<file path="src/rtl/ks_pkg.sv">
package ks_pkg;
   typedef enum logic [1:0] {
      KS_IDLE  = 2'd0,
      KS_RUN   = 2'd1,
      KS_DRAIN = 2'd2,
      KS_HALT  = 2'd3
   } ks_state_e;

   localparam int KS_ALIGN_SHIFT = 0;
   localparam int KS_ALIGN_COUNT = 1;
endpackage

</file>
<file path="src/rtl/ks_key_counter.sv">
module ks_key_counter #(
   parameter int KEY_W = 128
) (
   input  logic             clk,
   input  logic             rst,
   input  logic             clear,
   input  logic             advance,
   output logic [KEY_W-1:0] key,
   output logic             at_last
);
   initial begin
      assert (KEY_W >= 2) else $error("ks_key_counter: KEY_W must be at least 2");
   end

   logic [KEY_W-1:0] key_q;

   always_ff @(posedge clk) begin
      if (rst || clear) begin
         key_q <= '0;
      end else if (advance) begin
         key_q <= key_q + KEY_W'(1);
      end
   end

   assign key     = key_q;
   assign at_last = &key_q;
endmodule

</file>
<file path="src/rtl/ks_align_line.sv">
module ks_align_line #(
   parameter int KEY_W      = 128,
   parameter int LATENCY    = 8,
   parameter int ALIGN_MODE = ks_pkg::KS_ALIGN_SHIFT
) (
   input  logic             clk,
   input  logic             rst,
   input  logic             clear,
   input  logic             in_valid,
   input  logic             in_last,
   input  logic [KEY_W-1:0] in_key,
   output logic             tail_valid,
   output logic             tail_last,
   output logic [KEY_W-1:0] tail_key
);
   initial begin
      assert (LATENCY >= 1) else $error("ks_align_line: LATENCY must be at least 1");
      assert (ALIGN_MODE == ks_pkg::KS_ALIGN_SHIFT || ALIGN_MODE == ks_pkg::KS_ALIGN_COUNT)
         else $error("ks_align_line: unknown ALIGN_MODE");
   end

   logic [LATENCY-1:0] vld_q;
   logic [LATENCY-1:0] lst_q;

   always_ff @(posedge clk) begin
      if (rst || clear) begin
         vld_q <= '0;
         lst_q <= '0;
      end else begin
         vld_q[0] <= in_valid;
         lst_q[0] <= in_last;
         for (int i = 1; i < LATENCY; i++) begin
            vld_q[i] <= vld_q[i-1];
            lst_q[i] <= lst_q[i-1];
         end
      end
   end

   assign tail_valid = vld_q[LATENCY-1];
   assign tail_last  = lst_q[LATENCY-1];

   generate
      if (ALIGN_MODE == ks_pkg::KS_ALIGN_SHIFT) begin : g_shift
         logic [KEY_W-1:0] key_q [LATENCY];
         always_ff @(posedge clk) begin
            key_q[0] <= in_key;
            for (int i = 1; i < LATENCY; i++) begin
               key_q[i] <= key_q[i-1];
            end
         end
         assign tail_key = key_q[LATENCY-1];
      end else begin : g_count
         logic [KEY_W-1:0] seq_q;
         always_ff @(posedge clk) begin
            if (rst || clear) begin
               seq_q <= '0;
            end else if (vld_q[LATENCY-1]) begin
               seq_q <= seq_q + KEY_W'(1);
            end
         end
         assign tail_key = seq_q;
      end
   endgenerate
endmodule

</file>
<file path="src/rtl/ks_match_unit.sv">
module ks_match_unit #(
   parameter int KEY_W = 128,
   parameter int CT_W  = 64
) (
   input  logic             clk,
   input  logic             rst,
   input  logic             start,
   input  logic [CT_W-1:0]  target_ct,
   input  logic [CT_W-1:0]  core_ct,
   input  logic             tail_valid,
   input  logic             tail_last,
   input  logic [KEY_W-1:0] tail_key,
   output logic             found,
   output logic             done,
   output logic [KEY_W-1:0] found_key,
   output logic             finish
);
   initial begin
      assert (CT_W >= 1) else $error("ks_match_unit: CT_W must be at least 1");
   end

   logic [CT_W-1:0]  target_q;
   logic             found_q;
   logic             done_q;
   logic [KEY_W-1:0] key_q;
   logic             live;
   logic             equal;

   assign live   = tail_valid && !done_q && !start;
   assign equal  = (core_ct == target_q);
   assign finish = live && (equal || tail_last);

   always_ff @(posedge clk) begin
      if (rst) begin
         target_q <= '0;
         found_q  <= 1'b0;
         done_q   <= 1'b0;
         key_q    <= '0;
      end else if (start) begin
         target_q <= target_ct;
         found_q  <= 1'b0;
         done_q   <= 1'b0;
         key_q    <= '0;
      end else if (live) begin
         if (equal) begin
            found_q <= 1'b1;
            done_q  <= 1'b1;
            key_q   <= tail_key;
         end else if (tail_last) begin
            done_q  <= 1'b1;
         end
      end
   end

   assign found     = found_q;
   assign done      = done_q;
   assign found_key = key_q;

   a_r5_key_aligned: assert property (@(posedge clk) disable iff (rst)
      $rose(found) |-> found_key == $past(tail_key));
   a_r6_no_fill_hit: assert property (@(posedge clk) disable iff (rst)
      $rose(found) |-> $past(tail_valid));
   a_r7_exhaust_last: assert property (@(posedge clk) disable iff (rst)
      ($rose(done) && !found) |-> $past(tail_valid && tail_last));
   a_r9_hold: assert property (@(posedge clk) disable iff (rst)
      (done && !start) |=> (done && $stable(found) && $stable(found_key)));
endmodule

</file>
<file path="src/rtl/ks_search_ctrl.sv">
module ks_search_ctrl #(
   parameter int KEY_W      = 128,
   parameter int CT_W       = 64,
   parameter int LATENCY    = 8,
   parameter int ALIGN_MODE = ks_pkg::KS_ALIGN_SHIFT
) (
   input  logic             clk,
   input  logic             rst,
   input  logic             start,
   input  logic [CT_W-1:0]  target_ct,
   output logic [KEY_W-1:0] core_key,
   input  logic [CT_W-1:0]  core_ct,
   output logic             found,
   output logic             done,
   output logic [KEY_W-1:0] found_key
);
   import ks_pkg::*;

   initial begin
      assert (LATENCY >= 1) else $error("ks_search_ctrl: LATENCY must be at least 1");
      assert (KEY_W >= 2)   else $error("ks_search_ctrl: KEY_W must be at least 2");
   end

   ks_state_e        state_q;
   logic             issue;
   logic             advance;
   logic             at_last;
   logic             finish;
   logic             tail_valid;
   logic             tail_last;
   logic [KEY_W-1:0] tail_key;

   assign issue   = (state_q == KS_RUN);
   assign advance = issue && !at_last && !start;

   always_ff @(posedge clk) begin
      if (rst) begin
         state_q <= KS_IDLE;
      end else if (start) begin
         state_q <= KS_RUN;
      end else begin
         case (state_q)
            KS_RUN: begin
               if (finish)       state_q <= KS_HALT;
               else if (at_last) state_q <= KS_DRAIN;
            end
            KS_DRAIN: begin
               if (finish)       state_q <= KS_HALT;
            end
            default: state_q <= state_q;
         endcase
      end
   end

   ks_key_counter #(.KEY_W(KEY_W)) u_counter (
      .clk     (clk),
      .rst     (rst),
      .clear   (start),
      .advance (advance),
      .key     (core_key),
      .at_last (at_last)
   );

   ks_align_line #(
      .KEY_W      (KEY_W),
      .LATENCY    (LATENCY),
      .ALIGN_MODE (ALIGN_MODE)
   ) u_align (
      .clk        (clk),
      .rst        (rst),
      .clear      (start),
      .in_valid   (issue && !start),
      .in_last    (issue && !start && at_last),
      .in_key     (core_key),
      .tail_valid (tail_valid),
      .tail_last  (tail_last),
      .tail_key   (tail_key)
   );

   ks_match_unit #(.KEY_W(KEY_W), .CT_W(CT_W)) u_match (
      .clk        (clk),
      .rst        (rst),
      .start      (start),
      .target_ct  (target_ct),
      .core_ct    (core_ct),
      .tail_valid (tail_valid),
      .tail_last  (tail_last),
      .tail_key   (tail_key),
      .found      (found),
      .done       (done),
      .found_key  (found_key),
      .finish     (finish)
   );

   a_r2_first_key_zero: assert property (@(posedge clk) disable iff (rst)
      $past(start) |-> core_key == '0);
   a_r3_key_step: assert property (@(posedge clk) disable iff (rst)
      (state_q == KS_RUN && $past(state_q == KS_RUN) && !$past(start))
         |-> core_key == $past(core_key) + KEY_W'(1));
   a_r9_key_frozen: assert property (@(posedge clk) disable iff (rst)
      (done && !start) |=> $stable(core_key));
   a_r10_done_needs_run: assert property (@(posedge clk) disable iff (rst)
      $rose(done) |-> $past(state_q == KS_RUN || state_q == KS_DRAIN));
endmodule

</file>
<file path="config.mk">
export PLATFORM = sky130hd
export DESIGN_NAME = ks_search_ctrl
export DESIGN_NICKNAME = d
export VERILOG_FILES = /design/src/rtl/ks_pkg.sv /design/src/rtl/ks_key_counter.sv /design/src/rtl/ks_align_line.sv /design/src/rtl/ks_match_unit.sv /design/src/rtl/ks_search_ctrl.sv
export SDC_FILE = /design/constraint.sdc
export NUM_CORES = 1
export LEC_CHECK = 0
export ABC_AREA = 1
export BUFFER_PORTS_ARGS = -buffer_cell sky130_fd_sc_hd__buf_2
export CAP_MARGIN = 20
export CORE_MARGIN = 1.5
export CORE_UTILIZATION = 45
export DETAILED_ROUTE_END_ITERATION = 6
export SLEW_MARGIN = 20
export SYNTH_ARGS = -nofsm -noshare
export SYNTH_HDL_FRONTEND = slang
export SYNTH_SLANG_ARGS = --single-unit
</file>
<file path="constraint.sdc">
create_clock -name clk -period 3.18 [get_ports clk]
set_clock_uncertainty 0.15 [all_clocks]
set_input_delay 0.159 -clock clk [delete_from_list [all_inputs] [get_ports clk]]
set_output_delay 0.159 -clock clk [all_outputs]
set_load 0.05 [all_outputs]
</file>
* Word-level counts from Yosys, hierarchy flattened *
Memories as Yosys holds them, arrays and structs flattened. A register that Yosys moved wholly into a read port is not among the register bits.
Cells that the tools add are included.

word-level totals
  output and inout bits = 258
  word-level logic and storage cells = 45
  memory bits (writable) = 1,024
  memories kept = 1
  bits in registers = 212

operators by class
  reduce and logical (&&, ||, !) cells = 21
  multiplexer cells = 7
  $add $sub $neg = 1
  equal/unequal tests = 7

memories
  memory                 depth  width  rd ports  clocked after Yosys merged registers in  write ports  RTL line             text
  u_align.g_shift.key_q  8      128    8         1                                        8            ks_align_line.sv:44  logic [KEY_W-1:0] key_q [LATENCY];

operators by type and width
  kind                       count
  $add A128 B1 Y128 const B  1
  $reduce_and A128 Y1        1
  $eq A64 B64 Y1             1
  $logic_and A1 B1 Y1        7
  $mux W2                    3
  $reduce_and A3 Y1          2
  $ne A4 B2 Y1 const B       1
  $pmux W2 S2                1
  $reduce_and A2 Y1          2
  $reduce_bool A2 Y1         2
  $logic_not A1 Y1           3
  $mux W1                    3
  $ne A3 B1 Y1 const B       1
  $ne A3 B3 Y1 const B       1
  $reduce_bool A3 Y1         1
  $eq A2 B1 Y1 const B       1
  $eq A2 B2 Y1 const B       1
  $logic_or A1 B1 Y1         2
  $ne A2 B2 Y1 const B       1
  $reduce_or A2 Y1           1

* Depth between registers and ports, before layout *
Gate-level depths: netlist (run 1).

  word-level depth = 7
  mapped depth = 14
  mapped depth without buffers = 13

* Cells and area by module *
From an unflattened synthesis (run 1), not the netlist that was laid out.

unflattened totals
  cell total of the unflattened synthesis = 3,960
  area total of the unflattened synthesis = 38,539.5 um^2

modules (own cells, without submodules)
  module          sequential area each (um^2)  cells each  times used  area an instance (um^2)
  ks_align_line   20,820.0                     1,076       1           21,003.9
  ks_match_unit   3,883.7                      1,413       1           8,967.4
  ks_key_counter  2,562.5                      1,446       1           8,411.8
  ks_search_ctrl  40.0                         25          1           156.4

* Worst setup path after synthesis (run 1) *
OpenSTA, ideal clock, no wires.

  kind = register to register
  from = reg u_counter.key_q[0] (netlist: u_counter.key[0])
  to = reg u_counter.key_q[36] (netlist: u_counter.key[36])
  library setup time = 0.132 ns
  period minus slack after synthesis = 2.638 ns
  path slack = 0.542 ns
  stages on the path, launching flop included = 15
  data required time = 2.898 ns
  arrival time = 2.356 ns
  path through = dfxtp_1 > ha_1 > inv_2 > nor2_4 > nand2_2 > nor2_1 > nand3_1 > nor2_4 > nand2_2 > nand2_4 > inv_2 > buf_6 > buf_2 > nand2_1 > a21oi_1

on the way
  cells in the longest elaborated chain, start to end = 4

ends and longest elaborated chain
  item                                                       RTL line              text
  from (decl)                                                ks_key_counter.sv:15  logic [KEY_W-1:0] key_q;
  from (signal assigned)                                     ks_key_counter.sv:21  key_q <= key_q + KEY_W'(1);
  branches (longest 4 deep; another with $add A128 B1 Y128)  --

Several ways; the timed one is not identified.
A chain may end at the register's enable or synchronous reset.

* Worst setup path after layout (run 1) *
  from = reg u_counter.key_q[47] (netlist: u_counter.key[47])
  to = reg u_counter.key_q[66] (netlist: u_counter.key[66])

The elaborated chain is that of the path after synthesis.

==> metrics.md, run 1 <==
| Metric | Value |
|---|---|
| Run status | `completed` |
| Final Cell Area | `0.0473 mm²` |
| Fin crit period | `2.99 ns` |
| Required time worst endpoint | `3.67 ns` |
| Crit Path Category | `reg -> reg` |
| Clk pin slew, worst setup/hold paths | `0.06 ns` |
| Max cap viols | `0` |
| Static leakage power | `19.4 nW` |
| Layout cell share with drive strength beyond 1 | `0.172` |
| DRT antenna net count | `0` |
| Hold Crit Class | `in -> reg` |
| Routability Congestion | `1.01` |
| Buf+Inv Stages, Crit Path | `0` |
| Final Cycle Share | `0.940` |
| CP max stage cell | `nor3_1` |
| Synth-to-layout area growth | `23.7%` |
| DP Worst Slack | `0.196 ns` |
| Final Total Pwr | `33.7 mW` |
| Area after DPL | `0.0420 mm²` |
| RSZ-0062 raised after global routing | `false` |
| Starting Density | `0.456` |
| CP arrival | `3.48 ns` |
| Number of port buffers | `388` |
| Final hold viol count | `0` |
| Vias per cell | `4.73` |
| Crit-path most repeated cell | `nand2_1` |
| Slew Limit Fails | `0` |
| PwrDens | `712 mW/mm²` |
| WL/cell | `18.5 µm` |
| Clk root buf | `clkbuf_16` |
| CP delay by family, top | `simple AND/OR/NAND/NOR gates` |
| Vias in the first global route | `24.9k` |
| Initial DRC Count | `1767` |
| Clock insertion delay at the later pin of the skew report | `0.73 ns` |
| Count of cell types in the netlist | `31` |
| Least-Margin Pin Slew | `0.927 ns` |
| CTS max path bufs | `3` |
| Nets | `4482` |
| Post-Syn Instances | `3770` |
| First-pass GRT wire length | `152000 µm` |
| Core Area | `0.0838 mm²` |
| Sequential-to-total area share from yosys stat | `0.715` |
| Placed cells | `5281` |
| CTS tree | `yes` |
| Most common cell after layout, fill and taps aside | `dfxtp_1` |
| I/O pin cnt | `389` |
| Total track usage | `0.236` |
| Element type at the critical path start | `register` |
| Critical path cell sequence | `nand2_1 -> nor2_1 -> nand2_1 -> nor2_1 -> nand2_1 -> nor3_1 -> xor2_1 -> nand2_1 -> a21oi_1` |
| Drt first pass iters | `5` |
| Slew HR | `0.377` |
| Chip Width | `294 µm` |
| Largest net degree at the start of global routing | `86` |
| Site row count | `106` |
| Flops & latches, synth | `1364` |
| Maximum clock frequency | `334 MHz` |
| DRC Markers | `0` |
| Setup violations, final | `0` |
| Post-Route WL | `103000 µm` |
| # clock sinks | `1364` |
| Avg Synthesized Cell Area | `10.1 µm²` |
| CTS Buf Count | `131` |
| Post-synth net total | `3904` |
| Global route overflow | `0` |
| CTS HTree Levels | `4` |
| Hpwl dp | `75000 µm` |
| Element type at the critical path end | `register` |
| Setup TNS | `0 ns` |
| Final worst setup slack | `0.190 ns` |
| CTS Hold Bufs | `68` |
| Yosys warns | `0` |
| Critical Path Fanout Max | `6` |
| CTS resizes | `0` |
| Die height | `294 µm` |
| Initial antenna violation count | `8` |
| Commonest non-fill, non-tap cells in the layout | `dfxtp_1 (1364), nand2_1 (751), nor2_1 (579), buf_2 (388), nor3_1 (188)` |
| Peak supply drop | `511 µV` |
| Via count | `26.5k` |
| CP max stage delay | `0.79 ns` |
| Post-CTS Setup Bufs | `0` |
| Post-Layout Cell Count | `5593` |
| Post-Syn Area | `0.0382 mm²` |
| Die footprint | `0.0867 mm²` |
## area by class of cell
class / instances / area, µm²
Clock buffer: 176 / 3690
Inverter: 173 / 658
Antenna cell: 9 / 22.5
Timing Repair Buffer: 579 / 3650
Sequential cell: 1364 / 27300
Fill cell: 7418 / 36600
Clock inverter: 59 / 887
Multi-Input combinational cell: 2099 / 9620
Tap cell: 1134 / 1420
## flip-flops by register name, summed over array words and instances, names as in the netlist
signal,flops
u_match.target_q,64
state_q,2
u_match.done,1
u_match.found,1
u_match.found_key,128
u_align.g_shift.key_q,1024
u_counter.key,128
u_align.lst_q,8
u_align.vld_q,8
## metal layers
metal  part of all wire  routed length (µm)  up-vias  GRT usage
met4              0.030                3060        0     0.0845
li1                   -                   -    13180          -
met2               0.47               48400      713      0.386
met5                  0                   0        -          0
met1               0.45               46500    12384      0.311
met3              0.053                5490      178     0.0471
## worst register-to-register path, stage by stage, from the launching register on
cell and delay (ns):
dfxtp_1 0.58, nand2_1 0.14, nor2_1 0.19, nand2_1 0.17, nor2_1 0.31, nand2_1 0.21
nor3_1 0.79, xor2_1 0.20, nand2_1 0.06, a21oi_1 0.13
## cell usage after synthesis
cell type	count	area [µm²]
nor3_4	1	16.3
nand2_2	6	37.5
nand2_4	2	22.5
o21ai_0	74	370
buf_2	35	175
ha_1	3	37.5
inv_1	164	616
dfxtp_1	1364	27300
inv_2	9	33.8
nand2_1	751	2820
nor3_1	188	941
a31oi_1	128	801
xnor2_1	31	272
buf_6	15	169
buf_1	5	18.8
nand3_1	42	210
xor2_1	74	648
and3_1	2	12.5
o22ai_1	1	6.26
nor2_2	11	68.8
a21oi_1	149	746
nand3b_1	19	143
nor2_4	7	78.8
nor2_1	582	2180
o21bai_1	2	15.0
a21boi_0	4	30.0
clkbuf_2	1	5.00
o21ai_1	6	30.0
clkbuf_1	78	293
and2_1	1	6.26
nand4_1	15	93.8
## through the flow
stage	utilization	hold WS (ns)
after detailed placement	0.501	0.162
final	0.564	0.0625
after floorplan	-	0.0814
after global placement	0.501	0.160
after global routing	0.564	0.0517
after CTS	0.563	0.00261
## worst paths after layout
kind	start	to	slack, ns	cells after the start
worst max register to register	u_counter.key[47]$_SDFFE_PP0P_	u_counter.key[66]$_SDFFE_PP0P_	0.19	9
worst min register to register	u_align.g_shift.key_q[3][103]$_DFF_P_	u_align.g_shift.key_q[4][103]$_DFF_P_	0.16	0
worst max-delay path	u_counter.key[47]$_SDFFE_PP0P_	u_counter.key[66]$_SDFFE_PP0P_	0.19	9
worst min-delay path	target_ct[58]	u_match.target_q[58]$_SDFFE_PP0P_	0.06	4
## report_power, final
group	internal (mW)	leakage, nW	total (mW)	switching, mW
registers	17.2	11.0	17.2	0.0387
logic	0.233	6.15	0.582	0.349
clock network	9.29	2.21	15.9	6.60
## kinds of logic after synthesis
family | after synthesis | synth area share
XOR/XNOR | 105 | 0.0241
buffers and inverters | 307 | 0.0343
flip-flops | 1364 | 0.715
adder cells (fa/ha/maj) | 3 | 0.000983
AND/OR/NAND/NOR | 1627 | 0.174
AO/OA/AOI/OAI | 364 | 0.0523
(Power assumes the default switching activity.)
==> inputs of run 2 (changes only) <==
--- a/config.mk
+++ b/config.mk
@@ -14,4 +14,5 @@
 export SLEW_MARGIN = 20
 export SYNTH_ARGS = -nofsm -noshare
 export SYNTH_HDL_FRONTEND = slang
+export SYNTH_HIERARCHICAL = 1
 export SYNTH_SLANG_ARGS = --single-unit
==> constraint.sdc (replaced) <==
create_clock -name clk -period 3.18 [get_ports clk]
set_clock_uncertainty 0.15 [all_clocks]
set_input_delay 0.318 -clock clk [delete_from_list [all_inputs] [get_ports clk]]
set_output_delay 0.318 -clock clk [all_outputs]
set_load 0.05 [all_outputs]
==> metrics.md, run 2 <==
| Metric | Value |
|---|---|
| Run status | `completed` |
| Slew HR | `0.373` |
| Number of port buffers | `388` |
| Core Area | `0.0850 mm²` |
| Via count | `26.7k` |
| Most common cell after layout, fill and taps aside | `dfxtp_1` |
| Global route overflow | `0` |
| Drt first pass iters | `6` |
| Largest cells by area after synthesis | `dfxtp_1 (71%), nand2_1 (7.4%), nor2_1 (7.3%)` |
| Vias per cell | `4.54` |
| DRC Markers | `0` |
| Vias in the first global route | `25.0k` |
| Sequential-to-total area share from yosys stat | `0.709` |
| Routability Congestion | `0.950` |
| Maximum clock frequency | `335 MHz` |
| Post-Route WL | `100000 µm` |
| Placed cells | `5570` |
| CP arrival | `3.45 ns` |
| Initial DRC Count | `1915` |
| Element type at the critical path end | `register` |
| Avg Synthesized Cell Area | `9.73 µm²` |
| DRT antenna net count | `0` |
| Dominant cell type by area after synthesis | `dfxtp_1` |
| Post-Syn Area | `0.0385 mm²` |
| CTS tree | `yes` |
| Area after DPL | `0.0429 mm²` |
| Initial antenna violation count | `9` |
| First-pass GRT wire length | `148000 µm` |
| Final hold viol count | `0` |
| Post-synth EDFFs | `0` |
| Top_reg_cell synth | `dfxtp_1` |
| Element type at the critical path start | `register` |
| Clk root buf | `clkbuf_16` |
| # clock sinks | `1364` |
| Synth top cells by count | `dfxtp_1 (1364), nand2_1 (764), nor2_1 (752), inv_1 (356), nand3_1 (115)` |
| Die footprint | `0.0874 mm²` |
| Final Cell Area | `0.0483 mm²` |
| Hpwl dp | `72600 µm` |
| PwrDens | `706 mW/mm²` |
| WL/cell | `17.0 µm` |
| Post-synth net total | `4094` |
| Finished Core Util | `0.568` |
| Yosys warns | `6` |
| Max cap viols | `0` |
| Most common cell in the netlist | `dfxtp_1` |
| Post-CTS Setup Bufs | `0` |
| Fin crit period | `2.98 ns` |
| Final hold slack | `0.156 ns` |
| Hold Crit Class | `reg -> reg` |
| Required time worst endpoint | `3.64 ns` |
| Total track usage | `0.227` |
| CTS max path bufs | `3` |
| I/O pin cnt | `389` |
| Max reg flops | `1024` |
| Synth-to-layout area growth | `25.2%` |
| Die height | `296 µm` |
| Post-Syn Instances | `3960` |
| Site row count | `107` |
| Count of cell types in the netlist | `34` |
| RSZ-0062 raised after global routing | `false` |
| Critical Path Fanout Max | `7` |
| Final Cycle Share | `0.939` |
| Peak supply drop | `474 µV` |
| Biggest register | `u_align/g_shift.key_q` |
| Clock insertion delay at the later pin of the skew report | `0.74 ns` |
| Nets | `4763` |
| Least-Margin Pin Slew | `0.940 ns` |
| Setup violations, final | `0` |
| Setup TNS | `0 ns` |
| Flops & latches, synth | `1364` |
| Post-Layout Cell Count | `5879` |
| Chip Width | `296 µm` |
| Static leakage power | `20.4 nW` |
| Clk pin slew, worst setup/hold paths | `0.06 ns` |
| Largest net degree at the start of global routing | `97` |
| Commonest non-fill, non-tap cells in the layout | `dfxtp_1 (1364), nand2_1 (764), nor2_1 (747), buf_2 (388), inv_1 (356)` |
| Crit Path Category | `reg -> reg` |
| CTS HTree Levels | `4` |
| Top-area cell type share of the netlist area | `0.709` |
| Starting Density | `0.453` |
| Layout cell share with drive strength beyond 1 | `0.191` |
| Ys async rst share | `0` |
| CTS Buf Count | `135` |
| Slew Limit Fails | `0` |
run 2: cell families (layout without fill, tap and decap cells):
family | count (synthesis) | after routing | synth area share
fa+ha+maj | 3 | 3 | 0.000974
simple gates | 1880 | 1880 | 0.207
other cells | 0 | 1 | 0
xor+xnor | 47 | 47 | 0.0107
compound gates | 204 | 204 | 0.0269
flops | 1364 | 1364 | 0.709
buf+inv | 462 | 1236 | 0.0463
run 2: final cells by class:
class                   count  area [µm²]
flip-flops and latches   1364       27300
repair buffers            623        3950
multi-input cells        2134        9500
well taps                1144        1430
inverters                 371        1390
clock inverters            56         786
clock buffers             186        3900
fillers                  7472       36700
diodes                      1        2.50
run 2: layer usage:
metal / routed length [µm] / global-route usage / vias to the layer above
met5: 0 / 0 / -
met4: 2370 / 0.0718 / 0
met3: 6070 / 0.0458 / 156
met2: 45800 / 0.367 / 786
met1: 45900 / 0.306 / 12191
li1: - / - / 13532
run 2: power by group:
group          leakage (nW)  total [mW]  internal [mW]  switching, mW
logic                  7.12       0.592          0.258          0.333
registers              11.0        17.2           17.1         0.0383
clock network          2.30        16.3           9.68           6.59
total                  20.4        34.1           27.1           6.96
run 2: final timing paths:
check                                  startpoint  slack (ns)  cells past startpoint                              endpoint
min reg2reg  u_align/g_shift.key_q[0][52]$_DFF_P_        0.16                      0  u_align/g_shift.key_q[1][52]$_DFF_P_
max                 u_counter/key[0]$_SDFFE_PP0P_        0.20                     20        u_counter/key[59]$_SDFFE_PP0P_
max reg2reg         u_counter/key[0]$_SDFFE_PP0P_        0.20                     20        u_counter/key[59]$_SDFFE_PP0P_
min          u_align/g_shift.key_q[0][52]$_DFF_P_        0.16                      0  u_align/g_shift.key_q[1][52]$_DFF_P_
run 2: what timing repair did:
item | CTS | global route
endpoints found under the hold margin | 95 | 0
hold buffers | 66 | 0
resized for setup | 0 | 2
endpoints found under the setup margin | 0 | 43
run 2: worst max-delay path, stage by stage, from the launching register on:
cell and delay, ns:
dfxtp_1 0.31, ha_1 0.20, inv_1 0.09, nor2_4 0.06, nand2_2 0.12, nor2_1 0.06
nand2_1 0.17, nor2_4 0.07, nand4_1 0.09, nor2_1 0.08, nor2_4 0.26, inv_2 0.09
nor2_2 0.16, nand2_1 0.11, inv_1 0.11, nand4_1 0.22, buf_4 0.24, nor2_1 0.13
nand2_1 0.07, nand2_1 0.05, nor2_1 0.04
run 2: stage by stage:
| stage | power, mW | worst slack [ns] |
|---|---|---|
| global placement | 18.1 | 0.150 |
| finish | 34.1 | 0.195 |
| detailed placement | 18.1 | 0.138 |
| CTS | 34.4 | 0.103 |
| floorplan | 17.9 | 0.251 |
| global route | 35.2 | 0.000775 |
==> inputs of run 3 (changes only) <==
--- a/config.mk
+++ b/config.mk
@@ -9,8 +9,10 @@
 export BUFFER_PORTS_ARGS = -buffer_cell sky130_fd_sc_hd__buf_2
 export CAP_MARGIN = 20
 export CORE_MARGIN = 1.5
-export CORE_UTILIZATION = 45
+export CORE_UTILIZATION = 50
 export DETAILED_ROUTE_END_ITERATION = 6
+export PLACE_DENSITY = 0.69
+export RECOVER_POWER = 100
 export SLEW_MARGIN = 20
 export SYNTH_ARGS = -nofsm -noshare
 export SYNTH_HDL_FRONTEND = slang
==> metrics.md, run 3 (synthesis results as in run 2) <==
| Metric | Value |
|---|---|
| Run status | `finished with violations` |
| Failing checks | `DRC` |
| Element type at the critical path end | `register` |
| Max cap viols | `0` |
| Post-CTS Setup Bufs | `0` |
| CTS HTree Levels | `4` |
| Vias in the first global route | `25.5k` |
| Clk root buf | `clkbuf_16` |
| PwrDens | `703 mW/mm²` |
| FF-to-FF setup slack | `0.28 ns` |
| Chip Width | `281 µm` |
| Clk pin slew, worst setup/hold paths | `0.06 ns` |
| Slew HR | `0.361` |
| Die height | `281 µm` |
| CTS tree | `yes` |
| Starting Density | `0.507` |
| Setup TNS | `0 ns` |
| Biggest register | `u_align/g_shift.key_q` |
| Maximum clock frequency | `345 MHz` |
| Footprint of the multi-input gates | `0.00950 mm²` |
| Die footprint | `0.0788 mm²` |
| Peak supply drop | `469 µV` |
| Worst reg2reg path depth | `19` |
| Layout cell share with drive strength beyond 1 | `0.190` |
| Crit-path most repeated cell | `nor2_4` |
| Final Cycle Share | `0.912` |
| Commonest non-fill, non-tap cells in the layout | `dfxtp_1 (1362), nand2_1 (764), nor2_1 (746), buf_2 (388), inv_1 (356)` |
| Crit Path Category | `reg -> reg` |
| Initial antenna violation count | `10` |
| Critical R2R Capture | `u_counter/key[38]$_SDFFE_PP0P_` |
| # clock sinks | `1364` |
| Largest net degree at the start of global routing | `97` |
| Static leakage power | `20.3 nW` |
| Hold path endpoint | `u_align/g_shift.key_q[4][66]$_DFF_P_` |
| M1 GR Usage | `0.336` |
| Vias per cell | `4.68` |
| Element type at the critical path start | `register` |
| Initial DRC Count | `1980` |
| Gr busiest metal | `met2` |
| Site row count | `101` |
| Synth-to-layout area growth | `24.5%` |
| Required time worst endpoint | `3.61 ns` |
| Post-Route WL | `101000 µm` |
| Clock insertion delay at the later pin of the skew report | `0.72 ns` |
| Worst hold path cell count | `0` |
| Placed cells | `5451` |
| Max reg flops | `1024` |
| Fin crit period | `2.90 ns` |
| DRC Markers | `1` |
| Met2 Use GR | `0.405` |
| CTS max path bufs | `3` |
| Most common cell after layout, fill and taps aside | `dfxtp_1` |
| Setup violations, final | `0` |
| Post-Layout Cell Count | `5757` |
| Routability Congestion | `1.01` |
| CTS Buf Count | `130` |
| Slew Limit Fails | `0` |
| I/O pin cnt | `389` |
| First-pass GRT wire length | `149000 µm` |
| Drt first pass iters | `7` |
| CP arrival | `3.33 ns` |
| WL/cell | `17.5 µm` |
| Nets | `4753` |
| Critical Path Fanout Max | `5` |
| Critical path cell sequence | `ha_1 -> inv_1 -> nor2_4 -> nand2_2 -> nor2_1 -> nand2_1 -> nor2_4 -> nand4_1 -> nor2_2 -> nor2_4 -> nand2_1 -> nor2_2 -> nand2_2 -> inv_2 -> nand3_1 -> nor2_4 -> nand2_1 -> o21ai_0 -> a21oi_1` |
| Core Area | `0.0761 mm²` |
| Hold Crit Class | `reg -> reg` |
| Register Area | `0.0273 mm²` |
| Global route overflow | `0` |
| Fillers | `6202` |
| M3 GR Usage | `0.0543` |
| Via count | `26.9k` |
| DRT antenna net count | `0` |
| Least-Margin Pin Slew | `0.958 ns` |
| Hold Path Origin | `u_align/g_shift.key_q[3][66]$_DFF_P_` |
| Number of port buffers | `388` |
| Final hold viol count | `0` |
| CP max stage delay | `0.31 ns` |
| Worst r2r src | `u_counter/key[0]$_SDFFE_PP0P_` |
| Hpwl dp | `72200 µm` |
| RSZ-0062 raised after global routing | `true` |
| CP max stage cell | `dfxtp_1` |
| Total track usage | `0.253` |
[run 3: worst max path at each step]
stage	startpoint	endpoint	slack, ns	depth (start not counted)
floorplan	u_counter/key[0]$_SDFFE_PP0P_	u_counter/key[31]$_SDFFE_PP0P_	0.25	19
CTS	u_counter/key[0]$_SDFFE_PP0P_	u_counter/key[38]$_SDFFE_PP0P_	0.11	19
detailed placement	u_counter/key[0]$_SDFFE_PP0P_	u_counter/key[89]$_SDFFE_PP0P_	0.14	16
finish	u_counter/key[0]$_SDFFE_PP0P_	u_counter/key[38]$_SDFFE_PP0P_	0.28	19
global route	u_counter/key[0]$_SDFFE_PP0P_	u_counter/key[38]$_SDFFE_PP0P_	-0.02	19
global placement	u_counter/key[0]$_SDFFE_PP0P_	u_counter/key[89]$_SDFFE_PP0P_	0.17	16
[run 3: routing by layer]
metal | vias to the layer above | wire, µm
li1 | 13533 | -
met1 | 12275 | 44600
met2 | 928 | 45800
met3 | 187 | 7330
met4 | 2 | 3000
met5 | - | 13
[run 3: power breakdown]
part	switching, mW	leakage, nW	internal, mW
clock network	6.51	2.24	9.40
logic	0.341	7.09	0.263
registers	0.0390	11.0	17.1
total	6.89	20.3	26.8
[run 3: critical path, delay by kind of cell, from the launching register on]
family          cells  cell delay, ns
compound gates      2            0.24
fa+ha+maj           1            0.21
buf+inv             2            0.16
flops               1            0.31
simple gates       14            1.69
[run 3: what timing repair did]
action,CTS,global route
setup endpoints to repair,0,50
hold buffers,66,0
resized for setup,0,6
endpoints found under the hold margin,68,0
[run 3: area by class of cell]
type,instances,area share
Clock buffer,179,0.0786
Multi-Input combinational cell,2134,0.198
Timing Repair Buffer,618,0.0813
Clock inverter,54,0.0164
Sequential cell,1364,0.569
Inverter,371,0.0290
Tap cell,1030,0.0269
Antenna cell,7,0.000365
[run 3: metrics by stage]
step | cell area (µm²) | worst slack (ns) | utilization | hold slack, ns | total power [mW]
3_5_place_dp | 42700 | 0.139 | 0.561 | 0.162 | 18.1
2_1_floorplan | 38500 | 0.251 | - | 0.160 | 17.9
6_report | 48000 | 0.280 | 0.630 | 0.161 | 33.7
3_3_place_gp | 42700 | 0.168 | 0.561 | 0.160 | 18.1
4_1_cts | 47900 | 0.111 | 0.630 | 0.157 | 34.0
5_1_grt | 48000 | -0.0174 | 0.630 | 0.158 | 34.8
